$ cat config.mk
export PLATFORM = sky130hd
export DESIGN_NAME = ucode_ctrl
export DESIGN_NICKNAME = d
export VERILOG_FILES = /design/src/rtl/ucode_pkg.sv /design/src/rtl/ucode_rom.sv /design/src/rtl/ucode_dispatch.sv /design/src/rtl/ucode_sequencer.sv /design/src/rtl/ucode_decode.sv /design/src/rtl/ucode_ctrl.sv
export SDC_FILE = /design/constraint.sdc
export NUM_CORES = 1
export LEC_CHECK = 0
export ABC_AREA = 0
export BUFFER_PORTS_ARGS = -buffer_cell sky130_fd_sc_hd__buf_2
export CAP_MARGIN = 10
export CORE_AREA = 2 2 40 42
export CTS_CLUSTER_DIAMETER = 200
export DETAILED_ROUTE_END_ITERATION = 10
export DIE_AREA = 0 0 42 44
export GPL_TIMING_DRIVEN = 1
export PLACE_DENSITY = 0.86
export SYNTH_ARGS = -nofsm -noshare
export SYNTH_HDL_FRONTEND = slang
export SYNTH_HIERARCHICAL = 1
export SYNTH_SLANG_ARGS = --single-unit
$ cat constraint.sdc
create_clock -name clk -period 2.9 [get_ports clk]
set_input_delay 0.29 -clock clk [delete_from_list [all_inputs] [get_ports clk]]
set_output_delay 0.29 -clock clk [all_outputs]
set_load 0.02 [all_outputs]
$ cat src/rtl/ucode_pkg.sv
package ucode_pkg;
  localparam int UADDR_W = 4;
  localparam int OP_W    = 6;

  typedef enum logic [1:0] {
    SEQ_FETCH    = 2'b00,
    SEQ_DISPATCH = 2'b01,
    SEQ_NEXT     = 2'b10,
    SEQ_RSVD     = 2'b11
  } seqSel_e;

  localparam logic [1:0] ALU_ADD  = 2'b00;
  localparam logic [1:0] ALU_SUB  = 2'b01;
  localparam logic [1:0] ALU_FUNC = 2'b10;
  localparam logic [1:0] ALU_OR   = 2'b11;

  localparam logic       S1_PC = 1'b0;
  localparam logic       S1_RS = 1'b1;

  localparam logic [2:0] S2_NONE  = 3'b000;
  localparam logic [2:0] S2_FOUR  = 3'b001;
  localparam logic [2:0] S2_RT    = 3'b010;
  localparam logic [2:0] S2_EXTSH = 3'b011;
  localparam logic [2:0] S2_EXT   = 3'b100;
  localparam logic [2:0] S2_EXT0  = 3'b111;

  localparam logic [1:0] DST_NONE   = 2'b00;
  localparam logic [1:0] DST_RD_ALU = 2'b01;
  localparam logic [1:0] DST_RT_ALU = 2'b10;
  localparam logic [1:0] DST_RT_MEM = 2'b11;

  localparam logic [1:0] MEM_NONE   = 2'b00;
  localparam logic [1:0] MEM_RD_PC  = 2'b01;
  localparam logic [1:0] MEM_RD_ALU = 2'b10;
  localparam logic [1:0] MEM_WR_ALU = 2'b11;

  localparam logic [1:0] PCW_NONE = 2'b00;
  localparam logic [1:0] PCW_ALU  = 2'b01;
  localparam logic [1:0] PCW_COND = 2'b10;

  localparam logic [OP_W-1:0] OP_RTYPE = 6'b000000;
  localparam logic [OP_W-1:0] OP_BEQ   = 6'b000100;
  localparam logic [OP_W-1:0] OP_ORI   = 6'b001101;
  localparam logic [OP_W-1:0] OP_LW    = 6'b100011;
  localparam logic [OP_W-1:0] OP_SW    = 6'b101011;

  localparam logic [UADDR_W-1:0] UA_FETCH  = 4'd0;
  localparam logic [UADDR_W-1:0] UA_DECODE = 4'd1;
  localparam logic [UADDR_W-1:0] UA_BEQ    = 4'd3;
  localparam logic [UADDR_W-1:0] UA_RTYPE  = 4'd4;
  localparam logic [UADDR_W-1:0] UA_ORI    = 4'd6;
  localparam logic [UADDR_W-1:0] UA_LW     = 4'd8;
  localparam logic [UADDR_W-1:0] UA_SW     = 4'd11;

  typedef struct packed {
    logic [1:0] aluF;
    logic       src1;
    logic [2:0] src2;
    logic [1:0] dest;
    logic [1:0] mem;
    logic       irLoad;
    logic [1:0] pcw;
    seqSel_e    seq;
  } uword_t;

  typedef struct packed {
    logic [1:0] aluOp;
    logic       aluSelA;
    logic [1:0] aluSelB;
    logic       extOp;
    logic       regWrite;
    logic       memToReg;
    logic       regDst;
    logic       memRead;
    logic       memWrite;
    logic       iorD;
    logic       irWrite;
    logic       pcWrite;
    logic       pcWriteCond;
    logic       pcSource;
  } ctrlStrobes_t;

  function automatic uword_t mkWord(logic [1:0] aluF, logic src1, logic [2:0] src2,
                                    logic [1:0] dest, logic [1:0] mem, logic irLoad,
                                    logic [1:0] pcw, seqSel_e seq);
    uword_t w;
    w.aluF = aluF; w.src1 = src1; w.src2 = src2; w.dest = dest;
    w.mem = mem; w.irLoad = irLoad; w.pcw = pcw; w.seq = seq;
    return w;
  endfunction
endpackage

$ cat src/rtl/ucode_rom.sv
module ucode_rom
  import ucode_pkg::*;
#(
  parameter int ADDR_W = UADDR_W
) (
  input  logic [ADDR_W-1:0] addr,
  output uword_t            word
);
  localparam int DEPTH = 1 << ADDR_W;

  always_comb begin
    word = mkWord(ALU_ADD, S1_PC, S2_NONE, DST_NONE, MEM_NONE, 1'b0, PCW_NONE, SEQ_FETCH);
    if (int'(addr) < DEPTH) begin
      case (int'(addr))
        0:  word = mkWord(ALU_ADD,  S1_PC, S2_FOUR,  DST_NONE,   MEM_RD_PC,  1'b1, PCW_ALU,  SEQ_NEXT);
        1:  word = mkWord(ALU_ADD,  S1_PC, S2_EXTSH, DST_NONE,   MEM_NONE,   1'b0, PCW_NONE, SEQ_DISPATCH);
        3:  word = mkWord(ALU_SUB,  S1_RS, S2_RT,    DST_NONE,   MEM_NONE,   1'b0, PCW_COND, SEQ_FETCH);
        4:  word = mkWord(ALU_FUNC, S1_RS, S2_RT,    DST_NONE,   MEM_NONE,   1'b0, PCW_NONE, SEQ_NEXT);
        5:  word = mkWord(ALU_ADD,  S1_PC, S2_NONE,  DST_RD_ALU, MEM_NONE,   1'b0, PCW_NONE, SEQ_FETCH);
        6:  word = mkWord(ALU_OR,   S1_RS, S2_EXT0,  DST_NONE,   MEM_NONE,   1'b0, PCW_NONE, SEQ_NEXT);
        7:  word = mkWord(ALU_ADD,  S1_PC, S2_NONE,  DST_RT_ALU, MEM_NONE,   1'b0, PCW_NONE, SEQ_FETCH);
        8:  word = mkWord(ALU_ADD,  S1_RS, S2_EXT,   DST_NONE,   MEM_NONE,   1'b0, PCW_NONE, SEQ_NEXT);
        9:  word = mkWord(ALU_ADD,  S1_PC, S2_NONE,  DST_NONE,   MEM_RD_ALU, 1'b0, PCW_NONE, SEQ_NEXT);
        10: word = mkWord(ALU_ADD,  S1_PC, S2_NONE,  DST_RT_MEM, MEM_NONE,   1'b0, PCW_NONE, SEQ_FETCH);
        11: word = mkWord(ALU_ADD,  S1_RS, S2_EXT,   DST_NONE,   MEM_NONE,   1'b0, PCW_NONE, SEQ_NEXT);
        12: word = mkWord(ALU_ADD,  S1_PC, S2_NONE,  DST_NONE,   MEM_WR_ALU, 1'b0, PCW_NONE, SEQ_FETCH);
        default: ;
      endcase
    end
  end
endmodule

$ cat src/rtl/ucode_dispatch.sv
module ucode_dispatch
  import ucode_pkg::*;
#(
  parameter int OPC_W  = OP_W,
  parameter int ADDR_W = UADDR_W
) (
  input  logic [OPC_W-1:0]  opcode,
  output logic [ADDR_W-1:0] target
);
  always_comb begin
    case (opcode)
      OP_RTYPE: target = ADDR_W'(UA_RTYPE);
      OP_BEQ:   target = ADDR_W'(UA_BEQ);
      OP_ORI:   target = ADDR_W'(UA_ORI);
      OP_LW:    target = ADDR_W'(UA_LW);
      OP_SW:    target = ADDR_W'(UA_SW);
      default:  target = ADDR_W'(UA_FETCH);
    endcase
  end
endmodule

$ cat src/rtl/ucode_sequencer.sv
module ucode_sequencer
  import ucode_pkg::*;
#(
  parameter int ADDR_W = UADDR_W
) (
  input  logic              clk,
  input  logic              rst,
  input  seqSel_e           seq,
  input  logic [ADDR_W-1:0] dispTarget,
  output logic [ADDR_W-1:0] upc
);
  logic [ADDR_W-1:0] upcNext;

  always_comb begin
    case (seq)
      SEQ_NEXT:     upcNext = upc + 1'b1;
      SEQ_DISPATCH: upcNext = dispTarget;
      default:      upcNext = '0;
    endcase
  end

  always_ff @(posedge clk) begin
    if (rst) upc <= '0;
    else     upc <= upcNext;
  end
endmodule

$ cat src/rtl/ucode_decode.sv
module ucode_decode
  import ucode_pkg::*;
(
  input  uword_t       word,
  output ctrlStrobes_t strobes
);
  always_comb begin
    strobes         = '0;
    strobes.aluOp   = word.aluF;
    strobes.aluSelA = word.src1;

    case (word.src2)
      S2_FOUR:  begin strobes.aluSelB = 2'b00; strobes.extOp = 1'b0; end
      S2_RT:    begin strobes.aluSelB = 2'b01; strobes.extOp = 1'b0; end
      S2_EXTSH: begin strobes.aluSelB = 2'b10; strobes.extOp = 1'b1; end
      S2_EXT:   begin strobes.aluSelB = 2'b11; strobes.extOp = 1'b1; end
      S2_EXT0:  begin strobes.aluSelB = 2'b11; strobes.extOp = 1'b0; end
      default:  begin strobes.aluSelB = 2'b00; strobes.extOp = 1'b0; end
    endcase

    case (word.dest)
      DST_RD_ALU: begin strobes.regWrite = 1'b1; strobes.regDst = 1'b1; end
      DST_RT_ALU: strobes.regWrite = 1'b1;
      DST_RT_MEM: begin strobes.regWrite = 1'b1; strobes.memToReg = 1'b1; end
      default: ;
    endcase

    case (word.mem)
      MEM_RD_PC:  strobes.memRead = 1'b1;
      MEM_RD_ALU: begin strobes.memRead = 1'b1; strobes.iorD = 1'b1; end
      MEM_WR_ALU: begin strobes.memWrite = 1'b1; strobes.iorD = 1'b1; end
      default: ;
    endcase

    strobes.irWrite = word.irLoad;

    case (word.pcw)
      PCW_ALU:  strobes.pcWrite = 1'b1;
      PCW_COND: begin strobes.pcWriteCond = 1'b1; strobes.pcSource = 1'b1; end
      default: ;
    endcase
  end
endmodule

$ cat src/rtl/ucode_ctrl.sv
module ucode_ctrl
  import ucode_pkg::*;
#(
  parameter int ADDR_W = UADDR_W,
  parameter int OPC_W  = OP_W
) (
  input  logic             clk,
  input  logic             rst,
  input  logic [OPC_W-1:0] opcode,
  output logic [1:0]       aluOp,
  output logic             aluSelA,
  output logic [1:0]       aluSelB,
  output logic             extOp,
  output logic             regWrite,
  output logic             memToReg,
  output logic             regDst,
  output logic             memRead,
  output logic             memWrite,
  output logic             iorD,
  output logic             irWrite,
  output logic             pcWrite,
  output logic             pcWriteCond,
  output logic             pcSource
);
  logic [ADDR_W-1:0] upc;
  logic [ADDR_W-1:0] dispTarget;
  uword_t            word;
  ctrlStrobes_t      strobes;

  ucode_sequencer #(.ADDR_W(ADDR_W)) u_seq (
    .clk(clk), .rst(rst), .seq(word.seq), .dispTarget(dispTarget), .upc(upc)
  );

  ucode_dispatch #(.OPC_W(OPC_W), .ADDR_W(ADDR_W)) u_disp (
    .opcode(opcode), .target(dispTarget)
  );

  ucode_rom #(.ADDR_W(ADDR_W)) u_rom (.addr(upc), .word(word));

  ucode_decode u_dec (.word(word), .strobes(strobes));

  assign aluOp       = strobes.aluOp;
  assign aluSelA     = strobes.aluSelA;
  assign aluSelB     = strobes.aluSelB;
  assign extOp       = strobes.extOp;
  assign regWrite    = strobes.regWrite;
  assign memToReg    = strobes.memToReg;
  assign regDst      = strobes.regDst;
  assign memRead     = strobes.memRead;
  assign memWrite    = strobes.memWrite;
  assign iorD        = strobes.iorD;
  assign irWrite     = strobes.irWrite;
  assign pcWrite     = strobes.pcWrite;
  assign pcWriteCond = strobes.pcWriteCond;
  assign pcSource    = strobes.pcSource;
endmodule

# ---- Yosys cells after proc, flatten, opt, wreduce, memory -nomap -nowiden
# Cells that the tools add are included.
dict set report op_classes {
  addsub 1
  eq_ne 29
  mux 12
  reduce_logical 6
}
# op n
set op_table {}
lappend op_table {{one-hot mux 15 bit (11 select lines)} 1}
lappend op_table {{equality test 4 bit (second input constant)} 5}
lappend op_table {{one-hot mux 4 bit (5 select lines)} 1}
lappend op_table {{equality test 4 x 3 -> 1 bit (second input constant)} 4}
lappend op_table {{equality test 2 bit (second input constant)} 6}
lappend op_table {{equality test 6 bit (second input constant)} 2}
lappend op_table {{one-hot mux 3 bit (4 select lines)} 1}
lappend op_table {{equality test 2 x 1 -> 1 bit (second input constant)} 4}
lappend op_table {{one-hot mux 4 bit (2 select lines)} 1}
lappend op_table {{two-way mux 1 bit} 7}
lappend op_table {{equality test 3 x 2 -> 1 bit (second input constant)} 2}
lappend op_table {{equality test 3 bit (second input constant)} 2}
lappend op_table {{equality test 6 x 3 -> 1 bit (second input constant)} 1}
lappend op_table {{equality test 6 x 4 -> 1 bit (second input constant)} 1}
lappend op_table {{zero test 6 bit} 1}
lappend op_table {{OR reduction 2 bit} 3}
lappend op_table {{adder 4 x 1 -> 4 bit (second input constant)} 1}
lappend op_table {{equality test 4 x 1 -> 1 bit (second input constant)} 1}
lappend op_table {{equality test 4 x 2 -> 1 bit (second input constant)} 1}
lappend op_table {{zero test 4 bit} 1}
lappend op_table {{OR reduction 3 bit} 1}
lappend op_table {{two-way mux 2 bit} 1}
dict set report totals {
  register_bits 4
  output_inout_bits 16
  word_cells 49
}

# ---- Logic depth before layout (Yosys ltp)
# Gate-level depths: netlist of run 1.
dict set report depth {
  ltp_word 6
  ltp_mapped 7
  depth_no_buf 6
}

# ---- Cells and area by module
# Netlist of run 1, hierarchy kept.
# module n_inst cells_each area_per_inst_um2
set modules_own_cells {}
lappend modules_own_cells {ucode_rom 1 34 240.2}
lappend modules_own_cells {ucode_sequencer 1 23 222.7}
lappend modules_own_cells {ucode_decode 1 22 153.9}
lappend modules_own_cells {ucode_dispatch 1 14 85.1}

# ---- Least setup slack after synthesis of run 1
# OpenSTA, ideal clock, no wires.
dict set report synth_timing {
  kind {flip-flop to output port}
  start {register u_seq.upc[2]}
  end {output port extOp}
  t_arrival_ps 1534
  t_required_ps 2610
  slack_ps 1076
  stages_incl_launch_ff 7
  n_path_buf 1
  cell_sequence {dfxtp_1 -> buf_4 -> nor3b_2 -> a21oi_1 -> o21ai_1 -> or3b_1 -> o21ai_0}
}
# item line
set synth_lines {}
lappend synth_lines {{start: declaration} ucode_sequencer.sv:10} ;# output logic [ADDR_W-1:0] upc
lappend synth_lines {{start signal: assignment} ucode_sequencer.sv:24} ;# else upc <= upcNext;
lappend synth_lines {{end: declaration} ucode_ctrl.sv:13} ;# output logic extOp,

==> flow_summary.ini, run 1 <==
[synthesis]
netlist_instances = 93
yosysSeqAreaShare = 0.114
yosysUniqueCellTypes = 39
avgSynthCellArea_um2 = 7.55
syn_nets = 106
ys_ff_latch = 4
yosysWarnings = 6
synthesis.area_um2 = 702

[placement]
port_buffers = 23
placed_cell_area_um2 = 767
place_ws_ns = 0.728
place_congestion = 0.782
hpwl_um = 1120

[sta]
worst_pin_slew_ns = 0.557
hold_violations = 0
finalMaxSlewViolations = 0
finalClockSkew_ns = 0.00469
fin_setup_tns_ns = 0
fin_crit_sh = 0.832
fin_ws_ns = 0.486
max_freq_mhz = 414
fin_crit_ns = 2.41
max-slew-margin-rel = 0.628
finalSetupViolCount = 0
rsz0062_at_grt = false

[power]
p_int_mw = 0.250
p_sw_mw = 0.261
p_per_area_nw_per_um2 = 648
sw_frac_of_total = 0.511
p_leak_nw = 0.383
seqPwrFrac = 0.209
clock_power_share = 0.130
power_frac_comb = 0.661
max-vdd-ir-drop_uv = 570

[clocking]
htreeDepth = 1
post_cts.repair.setup_buffers = 0
cts_resized = 0
cts_tree = built
path_clk_slew_ns = 0.04
postCtsHoldBufs = 0
clock_latency_ns = 0.23
clockBufferDepth = 2
root_buffer = clkbuf_4
cts_made_buffers = 3
cts_sinks = 4

[worst_setup_path]
crit_path_max_fanout = 15
cp_top_family = simple AND/OR/NAND/NOR gates
worstPathCellList = and2b_1 -> a21oi_1 -> o21ai_1 -> or3b_1 -> o21ai_0 -> buf_2
required_ns = 2.61
critical_path_class = reg -> out
cp-start-kind = flop
endpoint_kind = output port
cp_slowest_stage_delay_ns = 0.63
crit_cells = 6
crit_arrival_ns = 2.12
rr_worst_depth = 6
worst_path_max_delay_cell = dfxtp_1
critPathBufInv = 1

[route]
wl_per_cell_um = 11.0
first_iter_violations = 12
met3_length_um = 91
viasPerCell = 5.49
dr.max_layer_used = met4
met1_length_um = 550
finalWirelength_um = 1380
firstDrtPassIters = 4
vias = 686
ant_nets = 0
dr_wl_met2_um = 723
drc = 0

[worst_hold_path]
hold_class = in -> reg
hold_depth = 2

[die]
die-width_um = 42
rows = 14
io_pins = 24
die_height_um = 44
dieArea_um2 = 1850
coreArea_um2 = 1420
initial_core_util = 0.495

[job]
max_cap_violations = 0

[global_route]
grt_usage = 0.163
grt_pass1_vias = 622
gr-total-overflow = 0
grt_start_max_net_pins = 18
antenna_found_initial = 0
grt_pass1_wl_um = 2350

[finish]
regMostFlops = u_seq/upc
finish.utilization = 0.556
nNetsFinal = 124
finalInstanceArea_um2 = 790
reg_top3 = u_seq/upc x4
largest_register_ffs = 4
syn_to_final_growth_pct = 12.5
drive_above_1_share = 0.339
antenna_cells = 0

[run_status]
outcome = finished, final reports clean
## area by class of cell
| class | count | area [µm²] |
|---|---|---|
| fill | 136 | 629 |
| clock buffer | 3 | 22.5 |
| inverter | 6 | 22.5 |
| sequential | 4 | 80.1 |
| multi-input combinational | 73 | 529 |
| tap | 16 | 20.0 |
| timing repair buffer | 23 | 115 |
## final timing paths
| path | from | endpoint | slack [ns] |
|---|---|---|---|
| worst max-delay path | u_seq/upc[2]$_SDFF_PP0_ | extOp | 0.49 |
| worst min-delay path | rst | u_seq/upc[2]$_SDFF_PP0_ | 0.28 |
| worst min register to register | u_seq/upc[3]$_SDFF_PP0_ | u_seq/upc[3]$_SDFF_PP0_ | 0.74 |
| worst max register to register | u_seq/upc[0]$_SDFF_PP0_ | u_seq/upc[3]$_SDFF_PP0_ | 0.92 |
## Yosys cell counts
library cell,instances,area share
o22ai_1,1,0.0089
nor2_2,2,0.018
inv_1,6,0.032
and3b_1,1,0.012
o21ai_1,1,0.0071
nor2b_1,5,0.045
xor2_1,1,0.012
nand2b_1,5,0.045
nor3b_2,1,0.018
and4bb_1,1,0.018
nor4_1,2,0.018
a22oi_1,3,0.032
a21oi_1,4,0.029
and2_1,2,0.018
o21ai_0,1,0.0071
nor3_2,1,0.014
a21o_2,1,0.012
a2111oi_2,1,0.021
o21a_1,1,0.011
nor4b_2,1,0.021
nor3_1,3,0.021
xnor2_1,3,0.037
nor2_1,4,0.021
nand2_1,3,0.016
buf_4,8,0.086
nand4_1,1,0.0089
dfxtp_1,4,0.11
or2_2,3,0.027
mux2i_1,2,0.029
and2b_1,1,0.011
nand3_1,6,0.043
or3b_1,1,0.012
or3_1,1,0.0089
nor3b_1,2,0.021
buf_2,2,0.014
nand3b_1,1,0.011
ha_1,5,0.089
o211ai_2,1,0.018
nand4b_1,1,0.012
## worst reg2reg max path: cells and delay by family, from the launching register on
| family | cells | cell delay, ns |
|---|---|---|
| flops | 1 | 0.66 |
| simple gates | 3 | 0.66 |
| fa+ha+maj | 1 | 0.36 |
| compound gates | 1 | 0.15 |
| buf+inv | 1 | 0.09 |
## power groups by stage
stage / registers [mW] / clock network (mW) / logic, mW
2_1_floorplan: 0.0812 / 0 / 0.315
3_3_place_gp: 0.106 / 0 / 0.328
3_5_place_dp: 0.107 / 0 / 0.341
4_1_cts: 0.106 / 0.0697 / 0.342
5_1_grt: 0.112 / 0.0738 / 0.378
6_report: 0.107 / 0.0666 / 0.338
## logic make-up after synthesis
kind of cell,count (synthesis),share of synthesized area
AOI/OAI and AO/OA,14,0.146
xor gates and xnor gates,4,0.0499
adders and majority gates,5,0.0891
buffers and inverters,16,0.132
DFF,4,0.114
muxes,2,0.0285
and+or+nand+nor,48,0.440
## placed cells by master, fill, tap and decap left out, types with 4 or more instances in the layout
cell	count
dfxtp_1	4
buf_2	23
a21oi_1	4
nand2b_1	5
nand3_1	6
nor2b_1	5
ha_1	5
nor2_1	4
inv_1	6
## through the flow
step / hold slack [ns] / power, mW / std cells
3_5_place_dp: 0.515 / 0.448 / 122
3_3_place_gp: 0.514 / 0.434 / 122
6_report: 0.278 / 0.511 / 125
5_1_grt: 0.280 / 0.564 / 125
2_1_floorplan: 0.361 / 0.396 / 93
4_1_cts: 0.271 / 0.518 / 125
## per-layer routing
metal | vias up | global-route usage
li1 | 355 | -
met1 | 308 | 0.170
met2 | 21 | 0.319
met3 | 2 | 0.0458
met4 | 0 | 0.0452
met5 | - | 0
Power figures use the tool's default switching activity.
==> run 2, diff against run 1 <==
- CORE_AREA: 2 2 40 42 -> 2 2 43 45
- DIE_AREA: 0 0 42 44 -> 0 0 45 47
- PLACE_DENSITY: 0.86 -> 0.79
- clock period: 2.9 -> 2.2 ns (I/O delays scaled with it)
==> flow_summary.ini, run 2 (synthesis results as in run 1) <==
[run_status]
outcome = finished, final reports clean

[route]
drc = 0
ant_nets = 0
viasPerCell = 5.44
finalWirelength_um = 1480
first_iter_violations = 3
vias = 713
wl_per_cell_um = 11.3
firstDrtPassIters = 4

[sta]
hold_violations = 0
finalMaxSlewViolations = 0
worst_pin_slew_ns = 0.365
finalClockSkew_ns = 0.00565
fin_ws_ns = 0.125
finalSetupViolCount = 0
max_freq_mhz = 482
max-slew-margin-rel = 0.755
fin_setup_tns_ns = 0
fin_crit_ns = 2.08
fin_crit_sh = 0.943
holdWs_ns = 0.195

[worst_setup_path]
timing.rr.start = u_seq/upc[2]$_SDFF_PP0_
rr_worst_depth = 7
required_ns = 1.98
crit_path_start = u_seq/upc[3]$_SDFF_PP0_
crit_path_max_fanout = 10
worst_path_max_delay_cell = or3b_1
crit_arrival_ns = 1.86
cp-start-kind = flop
cp_slowest_stage_delay_ns = 0.38
critical_path_class = reg -> out
worstPathCellList = buf_6 -> nor3b_2 -> a21oi_1 -> o21ai_2 -> or3b_1 -> o21ai_0 -> buf_2
endpoint_kind = output port

[global_route]
grt_start_max_net_pins = 16
grt_pass1_vias = 615
antenna_found_initial = 0
grt_use_met2 = 0.286
grt_util_met1 = 0.156
busiest_layer = met2
use_met3 = 0.0346
grt_usage = 0.148
gr-total-overflow = 0
grt_pass1_wl_um = 2300

[die]
die-width_um = 45
io_pins = 24
coreArea_um2 = 1650
rows = 15
initial_core_util = 0.425
die_height_um = 47
dieArea_um2 = 2120

[clocking]
htreeDepth = 1
cts_tree = built
clock_latency_ns = 0.24
root_buffer = clkbuf_4
postCtsHoldBufs = 0
clockBufferDepth = 2
cts_sinks = 4
cts_made_buffers = 3
path_clk_slew_ns = 0.04

[power]
p_per_area_nw_per_um2 = 835
p_leak_nw = 0.416
max-vdd-ir-drop_uv = 497

[finish]
syn_to_final_growth_pct = 20.7
finalInstanceArea_um2 = 847
antenna_cells = 0
nNetsFinal = 129
regMostFlops = u_seq/upc
reg_top3 = u_seq/upc x4
largest_register_ffs = 4
finish.utilization = 0.513
drive_above_1_share = 0.421
layout_common_cells = 23 x buf_2, 6 x inv_1, 6 x nand3_1
final_common_cell = buf_2
fill_cells = 173

[worst_hold_path]
hold_depth = 2
hold_class = in -> reg
hold_path_startpoint = rst

[job]
max_cap_violations = 0

[placement]
place_congestion = 0.849
placed_cell_area_um2 = 791
port_buffers = 23
place_ws_ns = 0.240
hpwl_um = 1170
## run 2: report_power, final
part           internal (mW)  leakage, nW  switching, mW  total [mW]
clock network         0.0613       0.0138         0.0337      0.0949
registers             0.0896       0.0343         0.0495       0.139
logic                  0.197        0.367          0.277       0.474
total                  0.348        0.416          0.360       0.708
## run 2: stage by stage
step           instances  total power, mW
3_5_place_dp         126            0.602
3_3_place_gp         126            0.581
4_1_cts              129            0.704
5_1_grt              131            0.776
2_1_floorplan         93            0.522
6_report             131            0.708
## run 2: worst max-delay path, delay by kind of cell (launching register included)
kind,cells,cell delay (ns)
AO/OA/AOI/OAI,3,0.36
flip-flops,1,0.36
AND/OR/NAND/NOR,2,0.57
buffers and inverters,2,0.32
## run 2: layout make-up
type	instances	area, µm²	area share
Inverter	6	22.5	0.0266
Timing Repair Buffer	28	156	0.185
Multi-Input combinational cell	73	539	0.637
Tap cell	17	21.3	0.0251
Sequential cell	4	85.1	0.100
Clock buffer	3	22.5	0.0266
## run 2: what timing repair did
action                     4_1_cts  5_1_grt
setup endpoints to repair        1        3
setup buffers                    0        2
resized for setup                1        6
pin swaps                        0        1
## run 2: metal layers
| metal | wire length [µm] | vias to the layer above | part of all wire |
|---|---|---|---|
| li1 | - | 364 | - |
| met1 | 605 | 324 | 0.41 |
| met2 | 784 | 25 | 0.53 |
| met3 | 93 | 0 | 0.063 |
| met4 | 0 | 0 | 0 |
| met5 | 0 | - | 0 |
## run 2: path summary, 6_finish.rpt
kind                             endpoint  slack, ns
hold / removal    u_seq/upc[2]$_SDFF_PP0_       0.20
setup reg to reg  u_seq/upc[3]$_SDFF_PP0_       0.44
setup / recovery                    extOp       0.12
hold reg to reg   u_seq/upc[3]$_SDFF_PP0_       0.55
==> run 3, diff against run 2 <==
- CORE_AREA: 2 2 43 45 -> 2 2 59 47
- DIE_AREA: 0 0 45 47 -> 0 0 61 49
- PLACE_DENSITY: 0.79 -> 0.59
==> flow_summary.ini, run 3 (synthesis results as in run 1) <==
[worst_hold_path]
hold_class = in -> reg

[sta]
hold_violations = 0
max-slew-margin-rel = 0.708
finalMaxSlewViolations = 0
fin_ws_ns = 0.129
rsz0062_at_grt = false
fin_crit_ns = 2.07
worst_pin_slew_ns = 0.435
fin_setup_tns_ns = 0
fin_crit_sh = 0.942
finalSetupViolCount = 0
finalClockSkew_ns = 0.00363
max_freq_mhz = 483
holdWs_ns = 0.199

[worst_setup_path]
timing.rr.end = u_seq/upc[3]$_SDFF_PP0_
timing.rr.start = u_seq/upc[3]$_SDFF_PP0_
worstPathCellList = and2b_1 -> nor4_2 -> inv_1 -> ha_1 -> or2_2 -> buf_2
required_ns = 1.98
cp-start-kind = flop
rr_worst_depth = 7
worst_path_max_delay_cell = dfxtp_1
crit_end = iorD
critical_path_class = reg -> out
endpoint_kind = output port
rrSetupSlack_ns = 0.44
crit_arrival_ns = 1.85
crit_path_max_fanout = 7
crit_path_start = u_seq/upc[3]$_SDFF_PP0_
cp_slowest_stage_delay_ns = 0.40

[finish]
regMostFlops = u_seq/upc
finalNonFillerCells = 148
nNetsFinal = 127
reg_top3 = u_seq/upc x4
finish.utilization = 0.346
syn_to_final_growth_pct = 21.2
largest_register_ffs = 4
layout_common_cells = 23 x buf_2, 6 x inv_1, 6 x nand3_1
drive_above_1_share = 0.402
final_common_cell = buf_2
antenna_cells = 0
finalInstanceArea_um2 = 851

[global_route]
grt_pass1_wl_um = 2330
grt_pass1_vias = 598
grt_usage = 0.101
antenna_found_initial = 0
gr-total-overflow = 0
grt_start_max_net_pins = 16

[clocking]
cts_tree = built
post_cts.repair.setup_buffers = 0
cts_sinks = 4
path_clk_slew_ns = 0.04
htreeDepth = 1
root_buffer = clkbuf_4
clock_latency_ns = 0.23
cts_made_buffers = 3
clockBufferDepth = 2

[die]
coreArea_um2 = 2460
io_pins = 24
die-width_um = 61
die_height_um = 49
rows = 16
initial_core_util = 0.285
dieArea_um2 = 2990

[route]
viasPerCell = 4.72
firstDrtPassIters = 4
wl_per_cell_um = 9.79
ant_nets = 0
vias = 699
finalWirelength_um = 1450
first_iter_violations = 11
drc = 0

[placement]
hpwl_um = 1180
place_ws_ns = 0.268
dp.cells = 145
placed_cell_area_um2 = 815
port_buffers = 23
place_congestion = 0.668

[job]
max_cap_violations = 0

[power]
p_leak_nw = 0.403
max-vdd-ir-drop_uv = 646
p_per_area_nw_per_um2 = 826
total_power_mw = 0.702

[run_status]
outcome = finished, final reports clean
run 3: changes by cell type in the layout (fill, tap and decap cells not counted):
cell,before,now
buf_4,4,3
dfxtp_2,4,3
buf_6,1,0
dfxtp_1,0,1
run 3: how the worst min path moves through the flow:
stage | from | depth (start not counted) | to | slack (ns)
finish | rst | 2 | u_seq/upc[2]$_SDFF_PP0_ | 0.20
global placement | rst | 2 | u_seq/upc[2]$_SDFF_PP0_ | 0.45
CTS | rst | 2 | u_seq/upc[2]$_SDFF_PP0_ | 0.20
detailed placement | rst | 2 | u_seq/upc[2]$_SDFF_PP0_ | 0.45
floorplan | rst | 1 | u_seq/upc[2]$_SDFF_PP0_ | 0.29
global route | rst | 2 | u_seq/upc[2]$_SDFF_PP0_ | 0.20
run 3: per-layer routing:
| layer | track usage | wire [µm] |
|---|---|---|
| met4 | 0.0109 | 0 |
| met2 | 0.179 | 725 |
| met3 | 0.0398 | 95 |
| met1 | 0.117 | 628 |
| met5 | 0 | 0 |
run 3: cell type report:
cell class                      instances  area (µm²)
Sequential cell                         4        83.8
Clock buffer                            3        22.5
Multi-Input combinational cell         73         539
Inverter                                6        22.5
Tap cell                               36        45.0
Fill cell                             273        1610
Timing Repair Buffer                   26         138
run 3: power by group:
group / total [mW] / switching [mW] / internal, mW
Combinational: 0.475 / 0.279 / 0.196
Clock: 0.0902 / 0.0293 / 0.0610
Sequential: 0.137 / 0.0476 / 0.0897
run 3: what timing repair did:
action,in CTS,in global routing
hold buffers,0,0
setup endpoints to repair,0,4
resized for setup,0,5
run 3: critical path: cells and delay by family (launching register included):
kind                       cells  cell delay (ns)
buffers and inverters          2             0.24
and+or+nand+nor                3             0.79
adders and majority gates      1             0.19
DFF                            1             0.40
